===== src/rtl/latched_xcvr_pkg.sv =====
package latched_xcvr_pkg;
  localparam int DIR_AB = 0;
  localparam int DIR_BA = 1;
  localparam int N_DIR  = 2;

  // Active-low controls of one transfer direction
  typedef struct packed {
    logic ce_n;
    logic le_n;
    logic oe_n;
  } dir_ctrl_t;
endpackage


===== src/rtl/xcvr_dir_bank.sv =====
module xcvr_dir_bank
  import latched_xcvr_pkg::*;
#(
  parameter int W = 8
) (
  input  logic         clk,
  input  logic         rst,
  input  dir_ctrl_t    ctrl,
  input  logic [W-1:0] src,
  output logic [W-1:0] held,
  output logic         drive
);
  logic open_q;
  logic drive_d;

  always_comb begin
    open_q  = !ctrl.ce_n && !ctrl.le_n;
    drive_d = !ctrl.ce_n && !ctrl.oe_n;
  end

  always_ff @(posedge clk) begin
    if (rst) begin
      held  <= '0;
      drive <= 1'b0;
    end else begin
      if (open_q) held <= src;
      drive <= drive_d;
    end
  end

  // clear empties the bank and turns the driver off
  p_clear_r1: assert property (@(posedge clk) rst |=> (held == '0) && !drive);

  // chip enable high freezes the bank and turns the driver off
  p_ce_hold_r2: assert property (@(posedge clk) disable iff (rst)
    ctrl.ce_n |=> $stable(held) && !drive);

  // a transparent bank takes its source value
  p_follow_r3: assert property (@(posedge clk) disable iff (rst)
    (!ctrl.ce_n && !ctrl.le_n) |=> held == $past(src));

  // latch enable high keeps the stored value
  p_le_hold_r4: assert property (@(posedge clk) disable iff (rst)
    (!ctrl.ce_n && ctrl.le_n) |=> $stable(held));

  // output enable high means high impedance
  p_hiz_r5: assert property (@(posedge clk) disable iff (rst)
    ctrl.oe_n |=> !drive);
endmodule


===== src/rtl/xcvr_clash.sv =====
module xcvr_clash #(
  parameter int N_PORT = 2
) (
  input  logic              clk,
  input  logic              rst,
  input  logic [N_PORT-1:0] own_drv,
  input  logic [N_PORT-1:0] ext_drv,
  output logic              flag
);
  always_ff @(posedge clk) begin
    if (rst) flag <= 1'b0;
    else     flag <= |(own_drv & ext_drv);
  end
endmodule


===== src/rtl/latched_xcvr.sv =====
module latched_xcvr
  import latched_xcvr_pkg::*;
#(
  parameter int W = 8
) (
  input  logic         clk,
  input  logic         rst,
  input  logic [W-1:0] a_in,
  output logic [W-1:0] a_out,
  output logic         a_oe,
  input  logic [W-1:0] b_in,
  output logic [W-1:0] b_out,
  output logic         b_oe,
  input  logic         ab_ce_n,
  input  logic         ab_le_n,
  input  logic         ab_oe_n,
  input  logic         ba_ce_n,
  input  logic         ba_le_n,
  input  logic         ba_oe_n,
  input  logic         a_ext_drv,
  input  logic         b_ext_drv,
  output logic         contention
);
  dir_ctrl_t [N_DIR-1:0]        ctrl;
  logic      [N_DIR-1:0][W-1:0] src;
  logic      [N_DIR-1:0][W-1:0] held;
  logic      [N_DIR-1:0]        drv;

  always_comb begin
    ctrl[DIR_AB] = '{ce_n: ab_ce_n, le_n: ab_le_n, oe_n: ab_oe_n};
    ctrl[DIR_BA] = '{ce_n: ba_ce_n, le_n: ba_le_n, oe_n: ba_oe_n};
    src[DIR_AB]  = a_in;
    src[DIR_BA]  = b_in;
  end

  for (genvar g = 0; g < N_DIR; g++) begin : g_dir
    xcvr_dir_bank #(.W(W)) u_bank (
      .clk   (clk),
      .rst   (rst),
      .ctrl  (ctrl[g]),
      .src   (src[g]),
      .held  (held[g]),
      .drive (drv[g])
    );
  end

  assign b_out = held[DIR_AB];
  assign b_oe  = drv[DIR_AB];
  assign a_out = held[DIR_BA];
  assign a_oe  = drv[DIR_BA];

  xcvr_clash #(.N_PORT(2)) u_clash (
    .clk     (clk),
    .rst     (rst),
    .own_drv ({b_oe, a_oe}),
    .ext_drv ({b_ext_drv, a_ext_drv}),
    .flag    (contention)
  );

  // driving a port that is also driven from outside raises the flag
  p_clash_r7: assert property (@(posedge clk) disable iff (rst)
    ((a_oe && a_ext_drv) || (b_oe && b_ext_drv)) |=> contention);

  // with no overlap the flag stays low
  p_quiet_r7: assert property (@(posedge clk) disable iff (rst)
    (!(a_oe && a_ext_drv) && !(b_oe && b_ext_drv)) |=> !contention);

  // one direction's controls do not move the other bank
  p_indep_r6: assert property (@(posedge clk) disable iff (rst)
    (ab_ce_n && ba_ce_n) |=> $stable(a_out) && $stable(b_out));
endmodule


===== config.mk =====
export PLATFORM = sky130hd
export DESIGN_NAME = latched_xcvr
export DESIGN_NICKNAME = d
export VERILOG_FILES = /design/src/rtl/latched_xcvr_pkg.sv /design/src/rtl/xcvr_dir_bank.sv /design/src/rtl/xcvr_clash.sv /design/src/rtl/latched_xcvr.sv
export SDC_FILE = /design/constraint.sdc
export NUM_CORES = 1
export LEC_CHECK = 0
export CAP_MARGIN = 20
export CORE_MARGIN = 3
export CORE_UTILIZATION = 40
export CTS_BUF_LIST = sky130_fd_sc_hd__clkbuf_4
export CTS_CLUSTER_SIZE = 25
export DETAILED_ROUTE_END_ITERATION = 8
export GPL_TIMING_DRIVEN = 0
export PLACE_DENSITY = 0.86
export SYNTH_ARGS = -nofsm -noshare
export SYNTH_HDL_FRONTEND = slang
export SYNTH_SLANG_ARGS = --single-unit

===== constraint.sdc =====
create_clock -name clk -period 2.4 [get_ports clk]
set_input_delay 0.48 -clock clk [delete_from_list [all_inputs] [get_ports clk]]
set_output_delay 0.48 -clock clk [all_outputs]
set_load 0.01 [all_outputs]

======== After elaboration in Yosys (flattened, before gate mapping) ========
Cells that the tools add are included.
storage, ports and cells
  register bits after elaboration ......... 19
  bits of input ports ..................... 26
  output and inout bits ................... 19
cells by class
  bitwise logic cells ..................... 1
  reduce and logical (&&, ||, !) cells .... 11
operators by type and width
  operator            number
  logical NOT 1 bit   6
  logical AND 1 bit   4
  bitwise AND 2 bit   1
  OR reduction 2 bit  1

======== Longest topological paths before layout ========
Gate-level depths: netlist (run 1).
  word-level depth ........................ 2
  depth in mapped cells ................... 3
  mapped depth without buffers ............ 2

======== Hierarchy ========
Synthesis (run 1) repeated with hierarchy kept, for this count alone.
second synthesis, totals
  cell total of the unflattened synthesis .. 77
  area total of the unflattened synthesis .. 749.5 um^2
modules (own cells, without submodules)
  module         times used  cells each  area an instance (um^2)  seq. area each (um^2)
  xcvr_dir_bank  2           37          359.1                    180.2
  xcvr_clash     1           3           31.3                     20.0

======== Worst setup path before layout (run 1) ========
Ideal clock, no wire load.
  path kind ............................... input to register
  from .................................... input port ab_le_n
  to ...................................... register g_dir[0].u_bank.held[7]
  setup time .............................. 70 ps
  arrival time ............................ 1,052 ps
  data required time ...................... 2,330 ps
  path slack .............................. 1,278 ps
  stages on the path ...................... 3
  cell sequence ........................... clkbuf_2 or3b_1 a21oi_1
on the way
  longest elaborated chain between the ends .. 2
RTL lines
  element               RTL line             source
  start, declared       latched_xcvr.sv:15   input logic ab_le_n,
  logical NOT 1 bit     xcvr_dir_bank.sv:17  open_q = !ctrl.ce_n && !ctrl.le_n;
  logical AND 1 bit     xcvr_dir_bank.sv:17
  end signal, assigned  xcvr_dir_bank.sv:26  if (open_q) held <= src;
  end, declared         xcvr_dir_bank.sv:10  output logic [W-1:0] held,
No other way between the ends.
A chain may end at the register's enable or synchronous reset.

======== Worst setup path in the final report (run 1) ========
  from .................................... register g_dir[0].u_bank.held[0]
  to ...................................... output port b_out[0]
RTL lines
  element        RTL line            source
  end, declared  latched_xcvr.sv:12  output logic [W-1:0] b_out,
No word-level cell between the ends.

==> results of run 1 <==
## final timing paths
kind              slack, ns                                   end
setup / recovery       0.72                              b_out[0]
setup reg to reg       1.70               u_clash.flag$_SDFF_PP0_
hold reg to reg        0.48  g_dir[1].u_bank.held[1]$_SDFFE_PP0P_
hold / removal         0.46  g_dir[0].u_bank.held[1]$_SDFFE_PP0P_
## metal layers
| metal | global-route usage (%) | share of wire, % |
|---|---|---|
| met5 | 0 | 0 |
| met4 | 5.69 | 0 |
| met3 | 6.12 | 10 |
| met2 | 28.8 | 48 |
| met1 | 18.4 | 41 |
## final cells by class
| cell class | instances | area [um^2] | area share, % |
|---|---|---|---|
| well taps | 24 | 30.0 | 2.44 |
| repair buffers | 43 | 430 | 35.0 |
| plain buffers | 6 | 41.3 | 3.35 |
| multi-input cells | 52 | 322 | 26.1 |
| clock buffers | 3 | 22.5 | 1.83 |
| clock inverters | 1 | 5.00 | 0.407 |
| flip-flops and latches | 19 | 380 | 30.9 |
## sequential cells by signal (all words and copies together) (netlist names)
name                cells
g_dir.u_bank.drive      2
u_clash.flag            1
g_dir.u_bank.held      16
## per-stage QoR
stage	area [um^2]	instances	worst slack (ns)
2_1_floorplan	743	77	1.28
3_3_place_gp	1200	144	0.644
3_5_place_dp	1200	144	0.635
4_1_cts	1230	148	0.703
5_1_grt	1230	148	0.667
6_report	1230	148	0.721
## cell families (layout without fill, tap and decap cells)
family / count (synthesis) / after routing / share of synthesized area [%]
compound gates: 33 / 33 / 22.6
flops: 19 / 19 / 51.2
simple gates: 19 / 19 / 20.7
buf+inv: 6 / 53 / 5.55
## report_power, final
part           internal [mW]  switching, mW  leakage (nW)
logic                 0.0768         0.0419         0.259
registers              0.329        0.00614         0.155
clock network         0.0619         0.0962        0.0177
total                  0.468          0.144         0.432
## cell usage in the layout, fill, tap and decap left out, drive strengths merged
master,n
or3b,16
clkdlybuf4s50,43
a22oi,1
a21oi,16
dfxtp,19
clkbuf,5
nor3,2
clkinv,1
o21ai,16
buf,4
nor2,1
==> impl_results.md, run 1 <==
- Status: finished, final reports clean
- CTS tree: built
- WP depth: 1
- Most frequent cell after synthesis: dfxtp_1
- Diodes inserted: 0
- Fin crit share: 70.0%
- Finish-stage setup viols: 0
- Via-per-instance ratio: 5.04
- Max clock buf depth: 2
- Post-synth top area cell: dfxtp_1
- Initial antenna violation count: 0
- Hold_buf cts: 0
- Die area: roughly 2400 um^2
- Clock Pin Slew Worst Setup and Hold Paths: about 0.11 ns
- # DRC: 0
- Sequential area share after synthesis: 51.2%
- Critical path origin: g_dir[0].u_bank.held[0]$_SDFFE_PP0P_
- Antenna viol nets, final: 0
- Synth top area share: 51.2%
- Root Buffer Master: clkbuf_4
- VDD IR max: approximately 0.00038 V
- Vias: ~750
- Fillcell total: about 120
- Final Total Pwr: 612 uW
- Insertion delay to the later sink of the worst-skew pair: about 0.29 ns
- Post-layout util: ~76%
- Arrival time at the worst endpoint: between 1 and 1.5 ns
- Post-CTS Setup Bufs: 0
- Post-cts sizing count: 0
- Post-synth ARST share: 0%
- Global route overflow: 0
- Most used flip-flop cell after synthesis: dfxtp_1
- Pre-antenna DRT Iters: 3
- Number of synthesis warnings: 0
- Crit path cell chain: clkdlybuf4s50_1
- Slew HR: between 70% and 80%
- Clock Sinks: 19
- Max Slew Vio Count: 0
- Final nets: 151
- Pleak: 0.432 nW
- Register-to-Register Path Depth: 2
- Die Y-Extent: 49.1 um
- Seq cells post-synth: 19
- F_max: 595 MHz
- Unrepaired setup endpoints after global routing: no
- Max-cap violation count: 0
- HP Start: rst
- Tmin final: 1.68 ns
- Placer Congestion: 0.703
- TNS Setup: 0 ns
- Number of global-route vias before repair: 761
- Total track usage: 16.6%
- H-tree depth: 1
- Critical Path RT: 1.92 ns
- Tightest Pin Transition: ~0.43 ns
- Layout cells sized above 1: between 10% and 20%
- Crit path max-delay family: buffers and inverters
- Synth unique cells: 12
- Hold path cells: 2
- Critical path startpoint category: flip-flop
- Final wirelength: about 1.8 mm
- Mapped Avg Cell Area: ~9.7 um^2
- HP Class: primary input to flip-flop
- Row cnt: 14
- Initial core utilization: 45.6%
- Post-synth EDFFs: 0
- Slowest cell on the critical path: clkdlybuf4s50_1
- DR WL/cell: about 12 um
- Post-Syn Nets: 103
- Core ar.: 1630 um^2
- CP bufs+invs: 1
- Largest stage delay, worst path: 0.55 ns
- FF-to-FF Start: g_dir[1].u_bank.drive$_SDFF_PP0_
- Largest net degree at the start of global routing: 12
- Iteration-0 DRC Markers: 4
- Top post-synthesis cells by area: dfxtp_1 (51%), or3b_2 (14%), a21oi_1 (11%)
- Cells after synthesis: between 70 and 80
- Setup crit end kind: output pin
- Kind of critical path: flip-flop to output pin
- First-pass GRT wire length: 3.23 mm
- Top cells by instance count after synthesis: dfxtp_1 (19), a21oi_1 (16), o21ai_0 (16)
- Ports: 45
- Worst-path maximum fanout: 2
- Num CTS Buffers: 3
- Fin Hold WS: 0.459 ns
- Power Dens Cells: 497 nW/um^2
- Dpl hpwl: 1.44 mm
- Synthesized cell area: 743 um^2
- Layout area overhead: 65.7%
- PortBufs: 43
- Die Width: 49.1 um
- Final Hold Fails: 0
- Final Skew: 0.000151 ns
(Power assumes the default switching activity.)
==> run 2: changes to the inputs <==
--- a/config.mk
+++ b/config.mk
@@ -7,12 +7,12 @@
 export LEC_CHECK = 0
 export CAP_MARGIN = 20
 export CORE_MARGIN = 3
-export CORE_UTILIZATION = 40
+export CORE_UTILIZATION = 34
 export CTS_BUF_LIST = sky130_fd_sc_hd__clkbuf_4
 export CTS_CLUSTER_SIZE = 25
 export DETAILED_ROUTE_END_ITERATION = 8
 export GPL_TIMING_DRIVEN = 0
-export PLACE_DENSITY = 0.86
+export PLACE_DENSITY = 0.78
 export SYNTH_ARGS = -nofsm -noshare
 export SYNTH_HDL_FRONTEND = slang
 export SYNTH_SLANG_ARGS = --single-unit
==> constraint.sdc (replaced) <==
create_clock -name clk -period 1.5 [get_ports clk]
set_input_delay 0.3 -clock clk [delete_from_list [all_inputs] [get_ports clk]]
set_output_delay 0.3 -clock clk [all_outputs]
set_load 0.01 [all_outputs]
==> run 2 against run 1 <==
Net effect: non-clock buffer count unchanged; core utilization is 13 points lower; power is 60% higher; register-to-register slack got worse by 0.87 ns; die area increased by 15%; count of clock-buffer cells in the layout stayed put; final cell count increased by 2.0%; sequential power up 60%; critical path depth unchanged.
==> impl_results.md, run 2 (synthesized netlist as in run 1, its figures left out) <==
- Max-cap violation count: 0
- VDD IR max: 0.000404 V
- Top Registers: g_dir.u_bank.held x16, g_dir.u_bank.drive x2, u_clash.flag x1
- Die Y-Extent: 52.8 um
- CP bufs+invs: 1
- Initial core utilization: 36.8%
- Layout area overhead: 70.2%
- Finished Layout Cells: 151
- Hold_buf cts: 0
- Most common cell after layout, fill and taps aside: clkdlybuf4s50_1
- Max FFs per register: 16
- Number of global-route vias before repair: roughly 670
- Global route overflow: 0
- Critical Path RT: 1.20 ns
- Top sig layer: met4
- Ports: 45
- Placer Congestion: 0.724
- Dpl cells: ~150
- Clock Pin Slew Worst Setup and Hold Paths: 0.11 ns
- Routed metal-1 wirelength: 894 um
- Clock Sinks: 19
- Total track usage: 16.3%
- Post-place instance area: between 1000 and 1500 um^2
- Power Dens Cells: 777 nW/um^2
- Kind of critical path: flip-flop to output pin
- WL met3: 136 um
- Final Skew: 0.00707 ns
- Num CTS Buffers: 3
- Fin crit share: between 90% and 100%
- Max clock buf depth: 2
- Tmin final: 1.47 ns
- DR WL/cell: around 14 um
- Vias: 738
- H-tree depth: 1
- Leading cell types in the layout, fill and taps excluded: clkdlybuf4s50_1 (28), dfxtp_1 (19), o21ai_0 (16), a21oi_1 (16), dlymetal6s2s_1 (13)
- Worst-path maximum fanout: 2
- Crit path max-delay family: buffers and inverters
- Final nets: 151
- Setup crit end kind: output pin
- Final Cell Area: about 1300 um^2
- Pleak: 0.660 nW
- HP Class: primary input to flip-flop
- Row cnt: 16
- Largest net degree at the start of global routing: 12
- Unrepaired setup endpoints after global routing: no
- Core ar.: 2020 um^2
- First-pass GRT wire length: 3.28 mm
- Diodes inserted: 0
- Critical path startpoint category: flip-flop
- Routed wl met2: around 1 mm
- CTS tree: built
- PortBufs: 43
- Largest stage delay, worst path: approximately 0.53 ns
- Final wirelength: between 2 and 2.5 mm
- Via-per-instance ratio: 4.89
- Slew HR: 72.1%
- Fillcell total: 176
- Finish-stage setup viols: 0
- Dpl hpwl: 1.53 mm
- Die area: 2780 um^2
- Root Buffer Master: clkbuf_4
- Status: finished, final reports clean
- F_max: between 600 and 700 MHz
- # DRC: 0
- Tightest Pin Transition: 0.419 ns
- Die Width: between 50 and 60 um
- Arrival time at the worst endpoint: 1.17 ns
- Slowest cell on the critical path: clkdlybuf4s50_1
- Initial antenna violation count: 0
- Crit path cell chain: clkdlybuf4s50_1
- Register with the most flip-flops: g_dir.u_bank.held
- Antenna viol nets, final: 0
- Max Slew Vio Count: 0
- Post-CTS Setup Bufs: 0
- Final Hold Fails: 0
- Iteration-0 DRC Markers: 5
- Insertion delay to the later sink of the worst-skew pair: 0.30 ns
- Layout cells sized above 1: roughly 17%
- Pre-antenna DRT Iters: 4
## run 2: cell type report
| class | count | area, um^2 | share of cell area, % |
|---|---|---|---|
| clock buffer | 3 | 22.5 | 1.78 |
| buffer | 6 | 41.3 | 3.26 |
| multi-input combinational | 52 | 322 | 25.4 |
| sequential | 19 | 380 | 30.1 |
| timing repair buffer | 43 | 460 | 36.4 |
| tap | 27 | 33.8 | 2.67 |
| clock inverter | 1 | 5.00 | 0.396 |
## run 2: path summary, 6_finish.rpt
path | start | end | slack, ns | cells past startpoint
max | g_dir[0].u_bank.held[5]$_SDFFE_PP0P_ | b_out[5] | 0.03 | 1
min | rst | g_dir[0].u_bank.held[0]$_SDFFE_PP0P_ | 0.29 | 2
max reg2reg | g_dir[1].u_bank.drive$_SDFF_PP0_ | u_clash.flag$_SDFF_PP0_ | 0.83 | 2
min reg2reg | g_dir[0].u_bank.held[0]$_SDFFE_PP0P_ | g_dir[0].u_bank.held[0]$_SDFFE_PP0P_ | 0.48 | 2
## run 2: repair_timing
item | CTS | global route
endpoints found under the hold margin | 0 | 0
gates resized for setup | 2 | 13
setup endpoints to repair | 2 | 13
## run 2: per-stage QoR
| step | hold slack (ns) | utilization, % | total power [mW] | worst slack, ns | setup TNS (ns) |
|---|---|---|---|---|---|
| 3_5_place_dp | 0.467 | 59.7 | 0.741 | -0.120 | -0.992 |
| 3_3_place_gp | 0.459 | 59.7 | 0.737 | -0.0811 | -0.502 |
| 4_1_cts | 0.301 | 61.0 | 0.993 | 0.0121 | 0 |
| 6_report | 0.293 | 62.6 | 0.982 | 0.0345 | 0 |
| 5_1_grt | 0.320 | 62.6 | 1.02 | 0.00364 | 0 |
| 2_1_floorplan | 0.371 | - | 0.615 | 0.558 | 0 |
## run 2: layer usage
layer	GRT usage [%]	up-vias
li1	-	373
met1	20.4	333
met2	25.6	26
met3	3.99	6
met4	8.51	0
met5	0	-
## run 2: report_power, final
part	internal [mW]	leakage, nW	switching, mW
Combinational	0.117	0.487	0.0699
Clock	0.0993	0.0177	0.160
Sequential	0.527	0.155	0.00874
